===== src/rtl/lft_pkg.sv =====
package lft_pkg;
  typedef enum logic [1:0] {
    ROLE_MASTER_OSC = 2'd0,
    ROLE_MASTER_EXT = 2'd1,
    ROLE_SLAVE      = 2'd2
  } lft_role_e;
endpackage


===== src/rtl/lft_rst_sync.sv =====
module lft_rst_sync (
  input  logic clk,
  input  logic rst_n,
  output logic rst_sync_n
);
  logic stage_q;

  always_ff @(posedge clk or negedge rst_n) begin
    if (!rst_n) begin
      stage_q    <= 1'b0;
      rst_sync_n <= 1'b0;
    end else begin
      stage_q    <= 1'b1;
      rst_sync_n <= stage_q;
    end
  end
endmodule


===== src/rtl/lft_pin_dir.sv =====
module lft_pin_dir
  import lft_pkg::*;
(
  input  logic      strap_master,
  input  logic      strap_int_clk,
  output lft_role_e role,
  output logic      osc_en,
  output logic      cl_oe,
  output logic      fr_oe,
  output logic      dof_oe
);
  always_comb begin
    if (!strap_master)      role = ROLE_SLAVE;
    else if (strap_int_clk) role = ROLE_MASTER_OSC;
    else                    role = ROLE_MASTER_EXT;
  end

  always_comb begin
    osc_en = 1'b0;
    cl_oe  = 1'b0;
    fr_oe  = 1'b0;
    dof_oe = 1'b0;
    unique case (role)
      ROLE_MASTER_OSC: begin
        osc_en = 1'b1;
        cl_oe  = 1'b1;
        fr_oe  = 1'b1;
        dof_oe = 1'b1;
      end
      ROLE_MASTER_EXT: begin
        fr_oe  = 1'b1;
        dof_oe = 1'b1;
      end
      default: ;
    endcase
  end
endmodule


===== src/rtl/lft_edge_sense.sv =====
module lft_edge_sense (
  input  logic clk,
  input  logic rst_n,
  input  logic osc_en,
  input  logic slave,
  input  logic osc_tick,
  input  logic cl_in,
  input  logic fr_in,
  output logic line_evt,
  output logic fr_chg,
  output logic fr_rx
);
  logic cl_q;
  logic cl_d;
  logic fr_d;

  always_comb begin
    cl_d     = cl_in;
    fr_d     = fr_in;
    line_evt = osc_en ? osc_tick : (cl_in & ~cl_q);
    fr_chg   = slave & (fr_in ^ fr_rx);
  end

  always_ff @(posedge clk or negedge rst_n) begin
    if (!rst_n) begin
      cl_q  <= 1'b0;
      fr_rx <= 1'b0;
    end else begin
      cl_q  <= cl_d;
      fr_rx <= fr_d;
    end
  end
endmodule


===== src/rtl/lft_line_ctr.sv =====
module lft_line_ctr #(
  parameter int LINES = 65,
  localparam int LW   = $clog2(LINES + 1)
) (
  input  logic          clk,
  input  logic          rst_n,
  input  logic          adv,
  input  logic          restart,
  input  logic          fr_gen_en,
  output logic [LW-1:0] line_idx,
  output logic          strobe,
  output logic          fr_q
);
  localparam logic [LW-1:0] FIRST = LW'(1);
  localparam logic [LW-1:0] LAST  = LW'(LINES);

  logic [LW-1:0] line_d;
  logic          strobe_d;
  logic          fr_d;
  logic          at_last;
  logic          upd_en;

  always_comb begin
    at_last  = (line_idx == LAST);
    upd_en   = adv | restart;
    strobe_d = adv;
    line_d   = line_idx;
    fr_d     = fr_q;
    if (restart) begin
      line_d = FIRST;
    end else if (adv) begin
      if (at_last) begin
        line_d = FIRST;
        if (fr_gen_en) fr_d = ~fr_q;
      end else begin
        line_d = line_idx + FIRST;
      end
    end
  end

  always_ff @(posedge clk or negedge rst_n) begin
    if (!rst_n) begin
      line_idx <= FIRST;
      fr_q     <= 1'b0;
    end else if (upd_en) begin
      line_idx <= line_d;
      fr_q     <= fr_d;
    end
  end

  always_ff @(posedge clk or negedge rst_n) begin
    if (!rst_n) strobe <= 1'b0;
    else        strobe <= strobe_d;
  end

  a_r6_step: assert property (@(posedge clk) disable iff (!rst_n)
    (adv && !restart && line_idx != LAST) |=> (line_idx == $past(line_idx) + FIRST) && strobe);
  a_r6_hold: assert property (@(posedge clk) disable iff (!rst_n)
    (!adv && !restart) |=> $stable(line_idx) && !strobe);
  a_r7_wrap: assert property (@(posedge clk) disable iff (!rst_n)
    (adv && !restart && line_idx == LAST) |=> line_idx == FIRST);
  a_r8_fr_only_on_wrap: assert property (@(posedge clk) disable iff (!rst_n)
    !$stable(fr_q) |-> (line_idx == FIRST) && strobe);
  a_r10_restart: assert property (@(posedge clk) disable iff (!rst_n)
    restart |=> line_idx == FIRST);
  a_r7_range: assert property (@(posedge clk) disable iff (!rst_n)
    (line_idx >= FIRST) && (line_idx <= LAST));
endmodule


===== src/rtl/lcd_frame_timing.sv =====
module lcd_frame_timing
  import lft_pkg::*;
#(
  parameter int LINES = 65,
  localparam int LW   = $clog2(LINES + 1)
) (
  input  logic          clk,
  input  logic          rst_n,
  input  logic          strap_master,
  input  logic          strap_int_clk,
  input  logic          osc_tick,
  input  logic          cl_in,
  input  logic          fr_in,
  input  logic          dof_in,
  input  logic          disp_on,
  output logic          osc_en,
  output logic          cl_oe,
  output logic          fr_oe,
  output logic          dof_oe,
  output logic          cl_out,
  output logic          fr_out,
  output logic          dof_out,
  output logic          fr,
  output logic          disp_en,
  output logic [LW-1:0] line_idx,
  output logic          line_strobe
);
  lft_role_e role;
  logic      rst_sync_n;
  logic      slave;
  logic      line_evt;
  logic      fr_chg;
  logic      fr_rx;
  logic      fr_gen;
  logic      cl_out_d;

  lft_rst_sync u_rst (
    .clk        (clk),
    .rst_n      (rst_n),
    .rst_sync_n (rst_sync_n)
  );

  lft_pin_dir u_dir (
    .strap_master  (strap_master),
    .strap_int_clk (strap_int_clk),
    .role          (role),
    .osc_en        (osc_en),
    .cl_oe         (cl_oe),
    .fr_oe         (fr_oe),
    .dof_oe        (dof_oe)
  );

  assign slave = (role == ROLE_SLAVE);

  lft_edge_sense u_sense (
    .clk      (clk),
    .rst_n    (rst_sync_n),
    .osc_en   (osc_en),
    .slave    (slave),
    .osc_tick (osc_tick),
    .cl_in    (cl_in),
    .fr_in    (fr_in),
    .line_evt (line_evt),
    .fr_chg   (fr_chg),
    .fr_rx    (fr_rx)
  );

  lft_line_ctr #(.LINES(LINES)) u_ctr (
    .clk       (clk),
    .rst_n     (rst_sync_n),
    .adv       (line_evt),
    .restart   (fr_chg),
    .fr_gen_en (~slave),
    .line_idx  (line_idx),
    .strobe    (line_strobe),
    .fr_q      (fr_gen)
  );

  always_comb begin
    cl_out_d = line_evt & osc_en;
    fr       = slave ? fr_rx : fr_gen;
    fr_out   = fr_gen;
    dof_out  = disp_on;
    disp_en  = slave ? dof_in : disp_on;
  end

  always_ff @(posedge clk or negedge rst_sync_n) begin
    if (!rst_sync_n) cl_out <= 1'b0;
    else             cl_out <= cl_out_d;
  end

  a_r1_osc_master_only: assert property (@(posedge clk) disable iff (!rst_sync_n)
    osc_en |-> strap_master && strap_int_clk && cl_oe);
  a_r2_master_drives: assert property (@(posedge clk) disable iff (!rst_sync_n)
    strap_master |-> fr_oe && dof_oe && (cl_oe == strap_int_clk));
  a_r3_slave_inputs: assert property (@(posedge clk) disable iff (!rst_sync_n)
    !strap_master |-> !fr_oe && !cl_oe && !dof_oe && !osc_en);
  a_r9_cl_with_strobe: assert property (@(posedge clk) disable iff (!rst_sync_n)
    cl_out |-> line_strobe);
endmodule


===== config.mk =====
export PLATFORM = sky130hd
export DESIGN_NAME = lcd_frame_timing
export DESIGN_NICKNAME = d
export VERILOG_FILES = /design/src/rtl/lft_pkg.sv /design/src/rtl/lft_rst_sync.sv /design/src/rtl/lft_pin_dir.sv /design/src/rtl/lft_edge_sense.sv /design/src/rtl/lft_line_ctr.sv /design/src/rtl/lcd_frame_timing.sv
export SDC_FILE = /design/constraint.sdc
export NUM_CORES = 1
export LEC_CHECK = 0
export BUFFER_PORTS_ARGS = -buffer_cell sky130_fd_sc_hd__clkbuf_2
export CORE_MARGIN = 10
export CORE_UTILIZATION = 46
export CTS_CLUSTER_SIZE = 20
export DETAILED_ROUTE_END_ITERATION = 16
export HOLD_SLACK_MARGIN = 0.02
export PLACE_DENSITY = 0.86
export RECOVER_POWER = 100
export SYNTH_ARGS = -nofsm -noshare
export SYNTH_HDL_FRONTEND = slang
export SYNTH_SLANG_ARGS = --single-unit

===== constraint.sdc =====
create_clock -name clk -period 0.9 [get_ports clk]
set_input_delay 0.09 -clock clk [delete_from_list [all_inputs] [get_ports clk]]
set_output_delay 0.09 -clock clk [all_outputs]
set_load 0.05 [all_outputs]

==> results.py, run 1 <==
metrics = {
    "synthesis": {
        "syn-cell-area_um2": 697,
        "syn_inst": 67,
        "ys_seq_area_share_pct": 50.4,
        "synth_cell_types": 30,
        "ys_seq_elements": 14,
        "syn-num-nets": 78,
        "synth_warnings": 0,
        "postSynthAreaPerCell_um2": 10.4,
    },
    "place": {
        "post-place-ws_ns": -0.658,
        "gp_congestion": 0.824,
        "dp_cells": 120,
        "numPortBuffers": 25,
        "place_hpwl_mm": 1.53,
    },
    "clock_tree": {
        "post_cts_resized": 45,
        "clock-sinks": 14,
        "clockBufferDepth": 2,
        "cts_buffers": 3,
        "root_buffer": "clkbuf_4",
        "post-cts-setup-buffers": 7,
        "hold_buffers": 2,
        "cts_max_level": 1,
    },
    "die": {
        "start_util_pct": 51.0,
        "rows": 13,
        "die_w_um": 58.9,
        "io_pins": 26,
        "die_y_um": 58.9,
    },
    "status": {
        "error_line": "[ERROR DPL-0033] detailed placement checks failed during check placement.",
        "status": "did not finish",
        "lastStage": "clock tree synthesis (4_1_cts)",
    },
}
cells by family after synthesis:
group                      synth area share, %
DFF                                       50.4
xor gates and xnor gates                  2.51
and+or+nand+nor                           21.4
buffers and inverters                     5.56
adders and majority gates                 3.59
AOI/OAI and AO/OA                         12.7
muxes                                     3.23
other                                    0.538
synthesized netlist by cell type:
cell type  count  area (um2)
a21oi_1        5        25.0
a311oi_1       1        8.76
a31oi_1        1        6.26
and2_4         1        8.76
and2b_1        1        7.51
and3_1         1        6.26
buf_2          1        5.00
buf_4          3        22.5
conb_1         1        3.75
dfrtp_1       13         325
dfstp_2        1        26.3
ha_1           2        25.0
inv_1          2        7.51
inv_2          1        3.75
mux2_2         2        22.5
nand2_1        7        26.3
nand2b_1       4        25.0
nand3_1        4        20.0
nand3b_1       1        7.51
nor2_1         1        3.75
nor3b_2        1        12.5
nor4_1         1        6.26
o21a_4         1        15.0
o21ai_0        1        5.00
o21ai_1        1        5.00
o22ai_1        1        6.26
o32ai_1        2        17.5
or2_1          2        12.5
or3_1          2        12.5
xor2_1         2        17.5
metrics by stage:
step | hold slack [ns] | utilization, % | instance area [um2]
detailed placement | -0.124 | 72.7 | 993
global placement | -0.124 | 72.7 | 993
floorplan | -0.206 | - | 734
==> run 2, diff against run 1 <==
--- a/config.mk
+++ b/config.mk
@@ -6,12 +6,10 @@
 export NUM_CORES = 1
 export LEC_CHECK = 0
 export BUFFER_PORTS_ARGS = -buffer_cell sky130_fd_sc_hd__clkbuf_2
-export CORE_MARGIN = 10
-export CORE_UTILIZATION = 46
-export CTS_CLUSTER_SIZE = 20
+export CORE_AREA = 10 10 71 73
 export DETAILED_ROUTE_END_ITERATION = 16
-export HOLD_SLACK_MARGIN = 0.02
-export PLACE_DENSITY = 0.86
+export DIE_AREA = 0 0 81 83
+export PLACE_DENSITY_LB_ADDON = 0.15
 export RECOVER_POWER = 100
 export SYNTH_ARGS = -nofsm -noshare
 export SYNTH_HDL_FRONTEND = slang
==> run 2 against run 1 <==
  * The flow now finishes, with violations (negative setup slack)
  * Synthesized cell count did not move
  * Area after synthesis stayed put
==> results.py, run 2 <==
metrics = {
    "status": {
        "status": "finished, violations left",
        "violations": "negative setup slack",
    },
    "worst_setup_path": {
        "slowest_stage": "dfstp_4",
        "cp.required_ns": 1.06,
        "r2r-end": "u_ctr.line_idx[6]",
        "rrSetupSlack_ns": -0.62,
        "crit_arrival_ns": 1.68,
        "crit_chain": "ha_4 > nand3_4 > or2_1 > nand2b_4 > o32ai_2",
        "critical_path_class": "reg2reg",
        "reg2reg_from": "u_ctr.line_idx[0]",
        "critPathMaxFanout": 4,
        "worst_r2r_path_depth": 5,
        "crit_path_end_kind": "flip-flop",
        "cpPeakStageDelay_ns": 0.64,
        "worstSetupStartpointType": "flip-flop",
    },
    "place": {
        "dp_cells": 155,
        "place_hpwl_mm": 1.57,
        "post-place-ws_ns": -0.626,
        "gp_congestion": 0.756,
        "placed_area_mm2": 0.00105,
        "numPortBuffers": 25,
    },
    "sta": {
        "rsz0062_at_grt": "true",
        "slew_viol_final": 0,
        "hold_slack_ns": 0.154,
        "fin_ws_ns": -0.621,
        "setup_viol": 19,
        "worst_clock_skew_ns": 0.00178,
        "period_needed_ns": 1.52,
        "fmax_ghz": 0.657,
        "final.period_utilization_pct": 169,
        "hold_viol": 0,
        "worst-slew-pin-transition_ns": 0.599,
        "slew_headroom_pct": 60.2,
    },
    "clock_tree": {
        "clockBufferDepth": 2,
        "cts_tree": "built",
        "cts_buffers": 3,
        "clk-insertion-delay-late_ns": 0.25,
        "cts_max_level": 1,
        "clk_pin_slew_worst_paths_ns": 0.06,
        "clock-sinks": 14,
        "root_buffer": "clkbuf_8",
    },
    "power_and_ir_drop": {
        "power_leakage_nw": 0.700,
        "p_per_area_mw_per_mm2": 1520,
        "peakVddDrop_v": 0.000996,
    },
    "cells_and_area": {
        "final_cell_mix": "16 x buf_4, 15 x buf_6, 9 x clkbuf_2",
        "final_cells": 177,
        "fill_cells": 376,
        "largest_reg_flops": 7,
        "drive_above_1_share_pct": 65.1,
        "top_register": "u_ctr.line_idx",
        "diodes": 0,
        "final_nets": 141,
        "multi_input_area_um2": 425,
        "final_cell_area_mm2": 0.00158,
        "ff_latch_area_um2": 363,
        "area_growth_pct": 127,
        "final_common_cell": "buf_4",
    },
    "detailed_routing": {
        "ant_nets": 0,
        "drt_wl_total_mm": 2.20,
        "wl_per_cell_um": 12.4,
        "drc": 0,
        "first_pass_iters": 2,
        "drtIter0Drc": 24,
        "vias": 722,
        "viasPerCell": 4.08,
    },
    "die": {
        "io_pins": 26,
        "die_w_um": 81,
        "die_y_um": 83,
        "coreArea_mm2": 0.00363,
        "rows": 22,
        "dieArea_mm2": 0.00672,
        "start_util_pct": 19.2,
    },
    "grt": {
        "busiest_layer": "met2",
        "antenna_found_initial": 0,
        "grt_usage_pct": 7.07,
        "grt.met2_usage_pct": 11.2,
        "grt_max_degree": 13,
        "grt_use_met3_pct": 3.23,
        "overflow": 0,
        "grt_pass1_vias": 778,
        "grt_pass1_wl_mm": 3.82,
        "globalRouteMet1Util_pct": 8.08,
    },
    "synthesis": {
        "synth-main-ff-cell": "dfrtp_1",
        "ys_seq_area_share_pct": 50.4,
        "synth_top_area_cell": "dfrtp_1",
        "syn-cell-area_um2": 697,
        "synth_warnings": 0,
        "ys_seq_elements": 14,
        "yosysMostFrequentCell": "dfrtp_1",
        "synth_area_leaders": "dfrtp_1 47%, dfstp_2 3.8%, nand2_1 3.8%, a21oi_1 3.6%, ha_1 3.6%",
        "synth_top_area_share_pct": 46.7,
        "ys_top_cells_by_count": "13 x dfrtp_1, 7 x nand2_1, 5 x a21oi_1, 4 x nand2b_1, 4 x nand3_1",
        "syn_inst": 67,
        "async_reset_ff_share_pct": 100,
        "synth_cell_types": 30,
        "postSynthAreaPerCell_um2": 10.4,
        "synth_edf_count": 0,
        "syn-num-nets": 78,
    },
    "run": {
        "max_cap_violations": 0,
    },
    "min_path": {
        "hp-class": "in2async",
    },
}
[run 2: layout make-up]
type / count / share of cell area, %
repair buffers: 62 / 42.0
multi-input cells: 46 / 26.9
flip-flops and latches: 14 / 23.0
well taps: 48 / 3.80
clock buffers: 4 / 3.48
inverters: 3 / 0.871
[run 2: metal layers]
layer  vias to the layer above  share of wire (%)
li1                        356                  -
met1                       350                 41
met2                        12                 53
met3                         4                5.5
met4                         0                1.1
met5                         -                  0
[run 2: power by group]
group	switching [mW]	internal, mW	total [mW]
clock	0.231	0.388	0.619
sequential	0.0543	0.696	0.750
combinational	0.492	0.547	1.04
total	0.777	1.63	2.41
[run 2: worst max-delay path by stage]
stage / from / end / slack (ns)
final: u_ctr.line_idx[0] / u_ctr.line_idx[6] / -0.62
after global routing: u_ctr.line_idx[0] / u_ctr.line_idx[6] / -0.72
after CTS: u_ctr.line_idx[0] / u_ctr.line_idx[6] / -0.64
after detailed placement: u_ctr.line_idx[0] / u_ctr.line_idx[6] / -0.63
after global placement: u_ctr.line_idx[0] / u_ctr.line_idx[6] / -0.59
after floorplan: u_ctr.line_idx[0] / u_ctr.line_idx[6] / -0.70
[run 2: cells by family after synthesis]
group / count (synthesis) / share of synthesized area [%]
compound gates: 13 / 12.7
xor+xnor: 2 / 2.51
fa+ha+maj: 2 / 3.59
buf+inv: 7 / 5.56
flops: 14 / 50.4
mux: 2 / 3.23
other cells: 1 / 0.538
simple gates: 26 / 21.4
[run 2: what timing repair did]
| action | CTS | global route |
|---|---|---|
| pin swaps | 7 | 5 |
| resized for setup | 50 | 19 |
| setup endpoints to repair | 21 | 21 |
| buffers inserted | 6 | 11 |
| hold buffers | 3 | 0 |
| hold endpoints to repair | 4 | 0 |
[run 2: metrics by stage]
stage	TNS [ns]	total power, mW	util [%]
6_report	-7.00	2.41	43.5
3_5_place_dp	-4.80	1.41	28.9
2_1_floorplan	-4.52	1.14	-
5_1_grt	-8.08	2.55	43.5
4_1_cts	-6.52	2.34	40.1
3_3_place_gp	-4.64	1.41	28.9
[run 2: worst max-delay path: cells and delay by family (launching register included)]
kind                       cells  cell delay [ns]
DFF                            1             0.64
and+or+nand+nor                3             0.44
AOI/OAI and AO/OA              1             0.20
adders and majority gates      1             0.15
Power figures use the tool's default switching activity.
